===== config.mk =====
export PLATFORM = sky130hd
export DESIGN_NAME = can_rx_dual_store
export DESIGN_NICKNAME = d
export VERILOG_FILES = /design/src/rtl/can_rx_pkg.sv /design/src/rtl/rx_msg_buf.sv /design/src/rtl/rx_host_rdport.sv /design/src/rtl/rx_store_ctrl.sv /design/src/rtl/can_rx_dual_store.sv
export SDC_FILE = /design/constraint.sdc
export NUM_CORES = 1
export LEC_CHECK = 0
export BUFFER_PORTS_ARGS = -buffer_cell sky130_fd_sc_hd__buf_2
export CAP_MARGIN = 30
export CELL_PAD_IN_SITES_DETAIL_PLACEMENT = 1
export CELL_PAD_IN_SITES_GLOBAL_PLACEMENT = 1
export CORE_MARGIN = 5
export CORE_UTILIZATION = 45
export CTS_BUF_LIST = sky130_fd_sc_hd__clkbuf_2
export DETAILED_ROUTE_END_ITERATION = 12
export PLACE_DENSITY_LB_ADDON = 0.1
export SETUP_SLACK_MARGIN = 0.5
export SYNTH_ARGS = -nofsm -noshare
export SYNTH_HDL_FRONTEND = slang
export SYNTH_SLANG_ARGS = --single-unit
export TNS_END_PERCENT = 1

===== constraint.sdc =====
create_clock -name clk -period 4.8 [get_ports clk]
set_input_delay 0.48 -clock clk [delete_from_list [all_inputs] [get_ports clk]]
set_output_delay 0.48 -clock clk [all_outputs]
set_load 0.05 [all_outputs]

===== src/rtl/can_rx_pkg.sv =====
package can_rx_pkg;
   localparam int CAN_MSG_BYTES = 13;
   localparam int CAN_BYTE_W    = 8;

   // Bit positions of the write-one-to-clear flag register.
   localparam int FLG_FULL_BIT = 0;
   localparam int FLG_OVR_BIT  = 1;
   localparam int FLG_W        = 2;

   typedef struct packed {
      logic ovr_clr;
      logic full_clr;
   } flag_clr_t;
endpackage


===== src/rtl/rx_msg_buf.sv =====
module rx_msg_buf #(
   parameter int DW    = 8,
   parameter int DEPTH = 13,
   parameter int AW    = 4,
   localparam int IMG_W = DW * DEPTH
) (
   input  logic             clk,
   input  logic             rst_n,
   input  logic             wr_en,
   input  logic [AW-1:0]    wr_addr,
   input  logic [DW-1:0]    wr_data,
   input  logic             ld_en,
   input  logic [IMG_W-1:0] ld_img,
   output logic [IMG_W-1:0] img
);
   // One register per byte; a whole-image load wins over a byte write.
   for (genvar i = 0; i < DEPTH; i++) begin : g_byte
      logic [DW-1:0] byte_q;
      always_ff @(posedge clk or negedge rst_n) begin
         if (!rst_n) begin
            byte_q <= '0;
         end else if (ld_en) begin
            byte_q <= ld_img[i*DW +: DW];
         end else if (wr_en && (wr_addr == AW'(i))) begin
            byte_q <= wr_data;
         end
      end
      assign img[i*DW +: DW] = byte_q;
   end
endmodule


===== src/rtl/rx_host_rdport.sv =====
module rx_host_rdport #(
   parameter int DW    = 8,
   parameter int DEPTH = 13,
   parameter int AW    = 4,
   localparam int IMG_W = DW * DEPTH
) (
   input  logic [IMG_W-1:0] img,
   input  logic [AW-1:0]    addr,
   output logic [DW-1:0]    data
);
   always_comb begin
      data = '0;
      for (int i = 0; i < DEPTH; i++) begin
         if (addr == AW'(i)) data = img[i*DW +: DW];
      end
   end
endmodule


===== src/rtl/rx_store_ctrl.sv =====
module rx_store_ctrl (
   input  logic clk,
   input  logic rst_n,
   input  logic frame_done,
   input  logic frame_ok,
   input  logic frame_pass,
   input  logic full_clr,
   input  logic ovr_clr,
   input  logic ie_wr,
   input  logic ie_val,
   output logic full,
   output logic ovr,
   output logic pending,
   output logic copy_en,
   output logic ie,
   output logic irq
);
   logic accept;

   assign accept  = frame_done & frame_ok & frame_pass;
   assign copy_en = pending & ~full;
   assign irq     = full & ie;

   always_ff @(posedge clk or negedge rst_n) begin
      if (!rst_n) begin
         pending <= 1'b0;
         full    <= 1'b0;
         ovr     <= 1'b0;
         ie      <= 1'b0;
      end else begin
         if (accept && !pending) pending <= 1'b1;
         else if (copy_en)       pending <= 1'b0;

         if (copy_en)       full <= 1'b1;
         else if (full_clr) full <= 1'b0;

         if (accept && pending) ovr <= 1'b1;
         else if (ovr_clr)      ovr <= 1'b0;

         if (ie_wr) ie <= ie_val;
      end
   end
endmodule


===== src/rtl/can_rx_dual_store.sv =====
module can_rx_dual_store #(
   parameter int DW        = can_rx_pkg::CAN_BYTE_W,
   parameter int MSG_BYTES = can_rx_pkg::CAN_MSG_BYTES,
   localparam int AW       = $clog2(MSG_BYTES),
   localparam int IMG_W    = DW * MSG_BYTES
) (
   input  logic                          clk,
   input  logic                          rst_n,
   input  logic                          rx_wr_en,
   input  logic [AW-1:0]                 rx_wr_addr,
   input  logic [DW-1:0]                 rx_wr_data,
   input  logic                          rx_done,
   input  logic                          rx_ok,
   input  logic                          rx_pass,
   input  logic [AW-1:0]                 host_rd_addr,
   output logic [DW-1:0]                 host_rd_data,
   input  logic                          host_flag_wr,
   input  logic [can_rx_pkg::FLG_W-1:0]  host_flag_wdata,
   input  logic                          host_ie_wr,
   input  logic                          host_ie_wdata,
   output logic                          rx_full,
   output logic                          rx_ovr,
   output logic                          rx_ie,
   output logic                          rx_irq
);
   import can_rx_pkg::*;

   if (DW < 1) begin : g_bad_dw
      $error("can_rx_dual_store: DW must be at least 1");
   end
   if (MSG_BYTES < 2) begin : g_bad_depth
      $error("can_rx_dual_store: MSG_BYTES must be at least 2");
   end

   flag_clr_t        clr;
   logic             pend_q;
   logic             copy_en;
   logic             bg_wr_en;
   logic [IMG_W-1:0] bg_img;
   logic [IMG_W-1:0] fg_img;

   assign clr.full_clr = host_flag_wr & host_flag_wdata[FLG_FULL_BIT];
   assign clr.ovr_clr  = host_flag_wr & host_flag_wdata[FLG_OVR_BIT];

   // A waiting frame is protected from the receiver.
   assign bg_wr_en = rx_wr_en & ~pend_q;

   rx_msg_buf #(.DW(DW), .DEPTH(MSG_BYTES), .AW(AW)) u_bg (
      .clk     (clk),
      .rst_n   (rst_n),
      .wr_en   (bg_wr_en),
      .wr_addr (rx_wr_addr),
      .wr_data (rx_wr_data),
      .ld_en   (1'b0),
      .ld_img  ('0),
      .img     (bg_img)
   );

   rx_msg_buf #(.DW(DW), .DEPTH(MSG_BYTES), .AW(AW)) u_fg (
      .clk     (clk),
      .rst_n   (rst_n),
      .wr_en   (1'b0),
      .wr_addr ('0),
      .wr_data ('0),
      .ld_en   (copy_en),
      .ld_img  (bg_img),
      .img     (fg_img)
   );

   rx_host_rdport #(.DW(DW), .DEPTH(MSG_BYTES), .AW(AW)) u_rd (
      .img  (fg_img),
      .addr (host_rd_addr),
      .data (host_rd_data)
   );

   rx_store_ctrl u_ctrl (
      .clk        (clk),
      .rst_n      (rst_n),
      .frame_done (rx_done),
      .frame_ok   (rx_ok),
      .frame_pass (rx_pass),
      .full_clr   (clr.full_clr),
      .ovr_clr    (clr.ovr_clr),
      .ie_wr      (host_ie_wr),
      .ie_val     (host_ie_wdata),
      .full       (rx_full),
      .ovr        (rx_ovr),
      .pending    (pend_q),
      .copy_en    (copy_en),
      .ie         (rx_ie),
      .irq        (rx_irq)
   );
endmodule


==> results of run 1 <==
## layer usage
layer,vias to the layer above,wire (um),GRT usage (%)
li1,2564,-,-
met1,2938,11000,29.6
met2,123,10700,30.9
met3,30,1060,3.87
met4,0,297,5.05
met5,-,0,0
## stage by stage
step	instances	power (W)	worst slack [ns]
final	1033	0.00572	1.58
after global routing	1033	0.00609	1.42
after CTS	1032	0.00580	1.58
after detailed placement	929	0.00451	1.57
after global placement	928	0.00442	1.66
after floorplan	660	0.00401	2.14
## cell usage in the layout, fill, tap and decap left out, types with 2 or more instances in the layout
cell type and n:
a21oi_1 5, mux2_2 193, nand2_1 10, nor2_1 34
a21o_1 2, a221oi_1 2, nand2_2 9, dfrtp_1 212
a31oi_1 2, a32oi_1 7, mux2i_1 12, nor3b_1 6
clkinv_1 6, and3_1 2, nand3b_1 2, dlygate4sd3_1 9
o2111ai_1 7, buf_2 37, clkbuf_2 84, a2bb2oi_1 6
and2_1 2, and3b_1 2, and3_4 2, mux2_4 16
o21ai_0 34, o22ai_1 14, nand2b_1 4, buf_4 3
nand3_1 3, o32ai_1 6, nor2b_1 7
## how the worst max path moves through the flow
stage | startpoint | end | slack (ns) | cells past startpoint
detailed placement | host_rd_addr[2] | host_rd_data[0] | 1.57 | 7
finish | host_rd_addr[2] | host_rd_data[6] | 1.58 | 7
floorplan | host_rd_addr[0] | host_rd_data[1] | 2.14 | 6
CTS | host_rd_addr[2] | host_rd_data[0] | 1.58 | 7
global placement | host_rd_addr[2] | host_rd_data[0] | 1.66 | 7
global route | host_rd_addr[2] | host_rd_data[4] | 1.42 | 7
## cell families after synthesis
family / synth area share, %
flip-flops: 57.6
multiplexers: 27.7
AO/OA/AOI/OAI: 6.56
buffers and inverters: 2.88
AND/OR/NAND/NOR: 5.27
## cells in the mapped netlist, drive strengths merged, types with 3 or more instances
master   number  area, um2
a21oi         5       25.0
a2bb2oi       6       52.6
a32oi         7       61.3
and3          4       35.0
buf          28        198
clkbuf       16       60.1
dfrtp       212       5310
mux2        209       2410
mux2i        12        120
nand2        19       93.8
nand2b        4       25.0
nand3         3       15.0
nor2         35        131
nor2b         8       52.6
nor3b         7       63.8
o2111ai       7       61.3
o21ai        35        175
o22ai        14       87.6
o32ai         6       52.6
## critical path, delay by kind of cell
kind | cells | cell delay (ns)
buf+inv | 2 | 0.59
compound gates | 3 | 0.53
simple gates | 2 | 1.11
## power groups by stage
stage | Clock (W) | Combinational (W) | Sequential, W
4_1_cts | 0.00130 | 0.00146 | 0.00303
6_report | 0.00124 | 0.00144 | 0.00304
3_5_place_dp | 0 | 0.00145 | 0.00306
3_3_place_gp | 0 | 0.00138 | 0.00304
2_1_floorplan | 0 | 0.00117 | 0.00284
5_1_grt | 0.00140 | 0.00158 | 0.00311
## area by class of cell
class                           instances  area [um2]  area share (%)
Timing Repair Buffer                   52         359            3.53
Clock buffer                           84         420            4.14
Sequential cell                       212        5310            52.2
Clock inverter                         10        73.8           0.727
Inverter                                2        7.51          0.0739
Tap cell                              270         338            3.33
Antenna cell                            1        2.50          0.0246
Multi-Input combinational cell        402        3650            36.0
## flip-flops by register name (all words and copies together), names as in the netlist
register and count:
u_ctrl.pending 1, u_ctrl.ie 1, u_ctrl.ovr 1, u_bg.g_byte.byte_q 104, u_fg.g_byte.byte_q 104, u_ctrl.full 1
==> reports/qor.yml, run 1 <==
run_status:
  run_status: "finished clean"
synthesis:
  syn_area_mm2: 0.00922
  synth_nets: 687
  ys_types: 44
  avgSynthCellArea_um2: 14.0
  ys_ff_latch: 212
  ys_seq_area_share_pct: 57.6
  synth_flop_cell: "dfrtp_1"
  yosysWarnings: 0
  synth-edff-count: 0
  async_flop_share_pct: 100
  netlist_instances: 660
finish:
  fin_nets: 753
  fillers: 2087
  final_core_util_pct: 50.4
  design_area_mm2: 0.0102
  drive_gt1_share_pct: 47.0
  syn2layout_area_growth_pct: 10.2
setup_path:
  crit_type: "in2out"
  cpPeakStageDelay_ns: 0.70
  start_kind: "primary input"
  cp_max_fo: 24
  rrSetupSlack_ns: 2.41
  worstPathCellList: "buf_2, nor2b_1, nand3_1, a2bb2oi_1, o2111ai_1, a32oi_1, buf_2"
  critical_path_required_ns: 4.32
  r2r-end: "u_fg.g_byte[9].byte_q[0]"
  path_common_cell: "buf_2"
  crit-reg2reg-launch: "u_ctrl.pending"
  worst_path_max_delay_cell: "nor2b_1"
  crit_arrival_ns: 2.74
  reg2reg_depth: 4
  end_kind: "output port"
sta:
  finalMaxSlewViolations: 0
  hold_viol_final: 0
  worst_hold_slack_ns: 0.0894
  tightestPinTransition_ns: 1.01
  fmax_mhz: 311
  fin_setup_tns_ns: 0
  setup_viol: 0
  max_slew_margin_pct: 32.2
  min_period_ns: 3.22
  fin_crit_sh_pct: 67.1
  finClkSkew_ns: 0.0655
  rsz0062_at_grt: "no"
clock_network:
  cts-hold-fix-buffers: 9
  clock_sinks: 212
  cts.clk_slew.worst_paths_ns: 0.12
  cts_root_buf: "clkbuf_2"
  cts_buffers: 56
  cts_tree: "yes"
  htreeDepth: 2
  cts.path.max_buffers: 3
  ctsResizeCount: 0
  postCtsSetupBuffers: 0
  clkLatencyLatePin_ns: 0.82
global_routing:
  grt_usage_pct: 20.1
  grt_pass1_vias: 6299
  overflow: 0
  grt_max_degree: 111
  antenna_found_initial: 1
  grt_pass1_wl_um: 37100
detailed_routing:
  ant_nets: 0
  avgRoutedWirePerCell_um: 22.3
  drc_errors: 0
  routed_wl_um: 23000
  first_pass_iters: 5
  avgViaCountPerCell: 5.47
  num_vias: 5655
  first_iter_violations: 282
placed_design:
  port_buffers: 38
  dpl-instance-area_mm2: 0.00957
  gp_congestion: 0.835
  dp_hpwl_um: 15200
pwr:
  seqPwrFrac_pct: 53.0
  peakVddDrop_mv: 0.248
  leakagePower_nw: 4.68
  power_density_mw_per_mm2: 563
  combPwrFrac_pct: 25.2
  internal-power_w: 0.00388
  swShare_pct: 32.2
  clkPwrFrac_pct: 21.7
  power_switching_w: 0.00184
die:
  rows: 52
  die-area_mm2: 0.0234
  die_height_um: 153
  ios: 39
  initial_core_util_pct: 45.7
  coreArea_mm2: 0.0202
  fp.dieW_um: 153
worst_hold_path:
  min_path_type: "in2async"
flow_run:
  maxCapViolations: 0
No activity file was read; power rests on OpenSTA's default activity.
==> inputs of run 2 (changes only) <==
==> constraint.sdc (replaced) <==
create_clock -name clk -period 2.9 [get_ports clk]
set_input_delay 0.29 -clock clk [delete_from_list [all_inputs] [get_ports clk]]
set_output_delay 0.29 -clock clk [all_outputs]
set_load 0.05 [all_outputs]
==> run 2 against run 1 <==
Hold slack better by 0.0082 ns. Via count up 1.8%. Critical endpoint unchanged. Final cell count up 2.6%. Worst setup slack worse by 1.2 ns.
==> reports/qor.yml, run 2 (same netlist as run 1, synthesis figures left out) <==
flow_run:
  maxCapViolations: 0
placed_design:
  dp_slack_ns: 0.313
  dp_hpwl_um: 14900
  port_buffers: 38
  gp_congestion: 0.834
  dpl-instance-area_mm2: 0.00964
sta:
  finalMaxSlewViolations: 0
  worst_hold_slack_ns: 0.0975
  min_period_ns: 2.48
  hold_viol_final: 0
  setup_viol: 0
  finClkSkew_ns: 0.0347
  fin_setup_tns_ns: 0
  fmax_mhz: 404
  fin_crit_sh_pct: 85.4
  rsz0062_at_grt: "yes"
  worst_slack_ns: 0.423
  max_slew_margin_pct: 55.4
  tightestPinTransition_ns: 0.668
setup_path:
  worst_path_max_delay_cell: "dfrtp_1"
  crit_type: "reg2out"
  critical_path_required_ns: 2.61
  cpPeakStageDelay_ns: 0.38
  worstPathCellList: "mux2i_1, o32ai_1, o21ai_1, a32oi_2, buf_6"
  crit_arrival_ns: 2.19
  cp_max_fo: 2
  end_kind: "output port"
  start_kind: "register"
finish:
  reg_top3: "u_bg.g_byte.byte_q x104, u_fg.g_byte.byte_q x104"
  ff_latch_area_mm2: 0.00531
  layout_commonest_cell: "dfrtp_1"
  multi_input_area_mm2: 0.00379
  fin_nets: 778
  drive_gt1_share_pct: 50.1
  design_area_mm2: 0.0106
  fillers: 2046
  syn2layout_area_growth_pct: 14.5
  layout_common_cells: "212 x dfrtp_1, 193 x mux2_2, 86 x clkbuf_2"
global_routing:
  antenna_found_initial: 1
  overflow: 0
  grt_max_degree: 105
  grt_pass1_wl_um: 37000
  grt_usage_pct: 19.9
  grt_pass1_vias: 6489
clock_network:
  cts_buffers: 57
  cts.clk_slew.worst_paths_ns: 0.11
  cts_root_buf: "clkbuf_2"
  cts_tree: "yes"
  clkLatencyLatePin_ns: 0.82
  htreeDepth: 2
  cts.path.max_buffers: 3
  clock_sinks: 212
die:
  die-area_mm2: 0.0234
  fp.dieW_um: 153
  die_height_um: 153
  rows: 52
  coreArea_mm2: 0.0202
  initial_core_util_pct: 45.7
  ios: 39
detailed_routing:
  first_pass_iters: 6
  ant_nets: 0
  avgViaCountPerCell: 5.43
  routed_wl_um: 23200
  num_vias: 5757
  drc_errors: 0
  avgRoutedWirePerCell_um: 21.9
  first_iter_violations: 254
run_status:
  run_status: "finished clean"
pwr:
  power_w: 0.00955
  leakagePower_nw: 4.84
  power_density_mw_per_mm2: 905
  peakVddDrop_mv: 0.567
worst_hold_path:
  min_path_type: "in2reg"
==> run 2: cell types whose count changed in the layout (fill, tap and decap cells not counted), moves of 6 or more <==
cell / delta
buf_4: +14
o21ai_0: -12
dlygate4sd3_1: +10
buf_2: -9
o21ai_1: +9
a32oi_1: -7
a32oi_2: +7
buf_6: +6
==> run 2: final cells by class <==
type,count,share of cell area [%]
timing repair buffer,76,6.01
clock buffer,86,4.08
multi-input combinational,402,35.9
inverter,2,0.0711
clock inverter,11,0.403
tap,270,3.20
antenna,1,0.0237
sequential,212,50.3
==> run 2: routing by layer <==
| layer | track usage, % | wire length, um | share of wire (%) | up-vias |
|---|---|---|---|---|
| met5 | 0 | 0 | 0 | - |
| met4 | 5.77 | 438 | 1.9 | 0 |
| met3 | 3.90 | 784 | 3.4 | 32 |
| met2 | 32.0 | 11200 | 48 | 113 |
| met1 | 27.7 | 10800 | 47 | 3004 |
| li1 | - | - | - | 2608 |
==> run 2: worst paths after layout <==
kind	slack [ns]	to	depth (start not counted)	start
setup / recovery	0.42	host_rd_data[6]	5	u_fg.g_byte[3].byte_q[6]
hold / removal	0.1	u_bg.g_byte[7].byte_q[3]	3	rx_wr_addr[1]
setup reg to reg	0.82	u_bg.g_byte[3].byte_q[2]	4	u_ctrl.pending
hold reg to reg	0.49	u_fg.g_byte[4].byte_q[3]	1	u_bg.g_byte[4].byte_q[3]
max in group asynchronous	1.67	u_bg.g_byte[1].byte_q[6]	5	rst_n
min in group asynchronous	0.45	u_fg.g_byte[5].byte_q[2]	3	rst_n
==> run 2: worst max-delay path: cells and delay by family, from the launching register on <==
family | cells | cell delay, ns
compound gates | 3 | 0.59
buf+inv | 1 | 0.19
flops | 1 | 0.38
mux | 1 | 0.27
==> run 2: repair_timing <==
| action | CTS | global route |
|---|---|---|
| pin swaps | 1 | 15 |
| hold buffers | 20 | 0 |
| cloned | 0 | 0 |
| setup buffers | 0 | 5 |
| endpoints found under the hold margin | 249 | 0 |
| gates resized for setup | 8 | 44 |
| endpoints found under the setup margin | 8 | 8 |
==> run 2: report_power, final <==
group	leakage, nW	switching [W]	total, W	internal, W
sequential	2.67	0.000756	0.00495	0.00419
clock	0.382	0.00120	0.00198	0.000777
combinational	1.79	0.00111	0.00263	0.00152
total	4.84	0.00306	0.00955	0.00649
==> run 2: stage by stage <==
stage / utilization, % / instances
after floorplan: - / 660
after global placement: 47.8 / 937
after detailed placement: 47.8 / 937
after CTS: 51.3 / 1054
after global routing: 52.3 / 1060
final: 52.3 / 1060
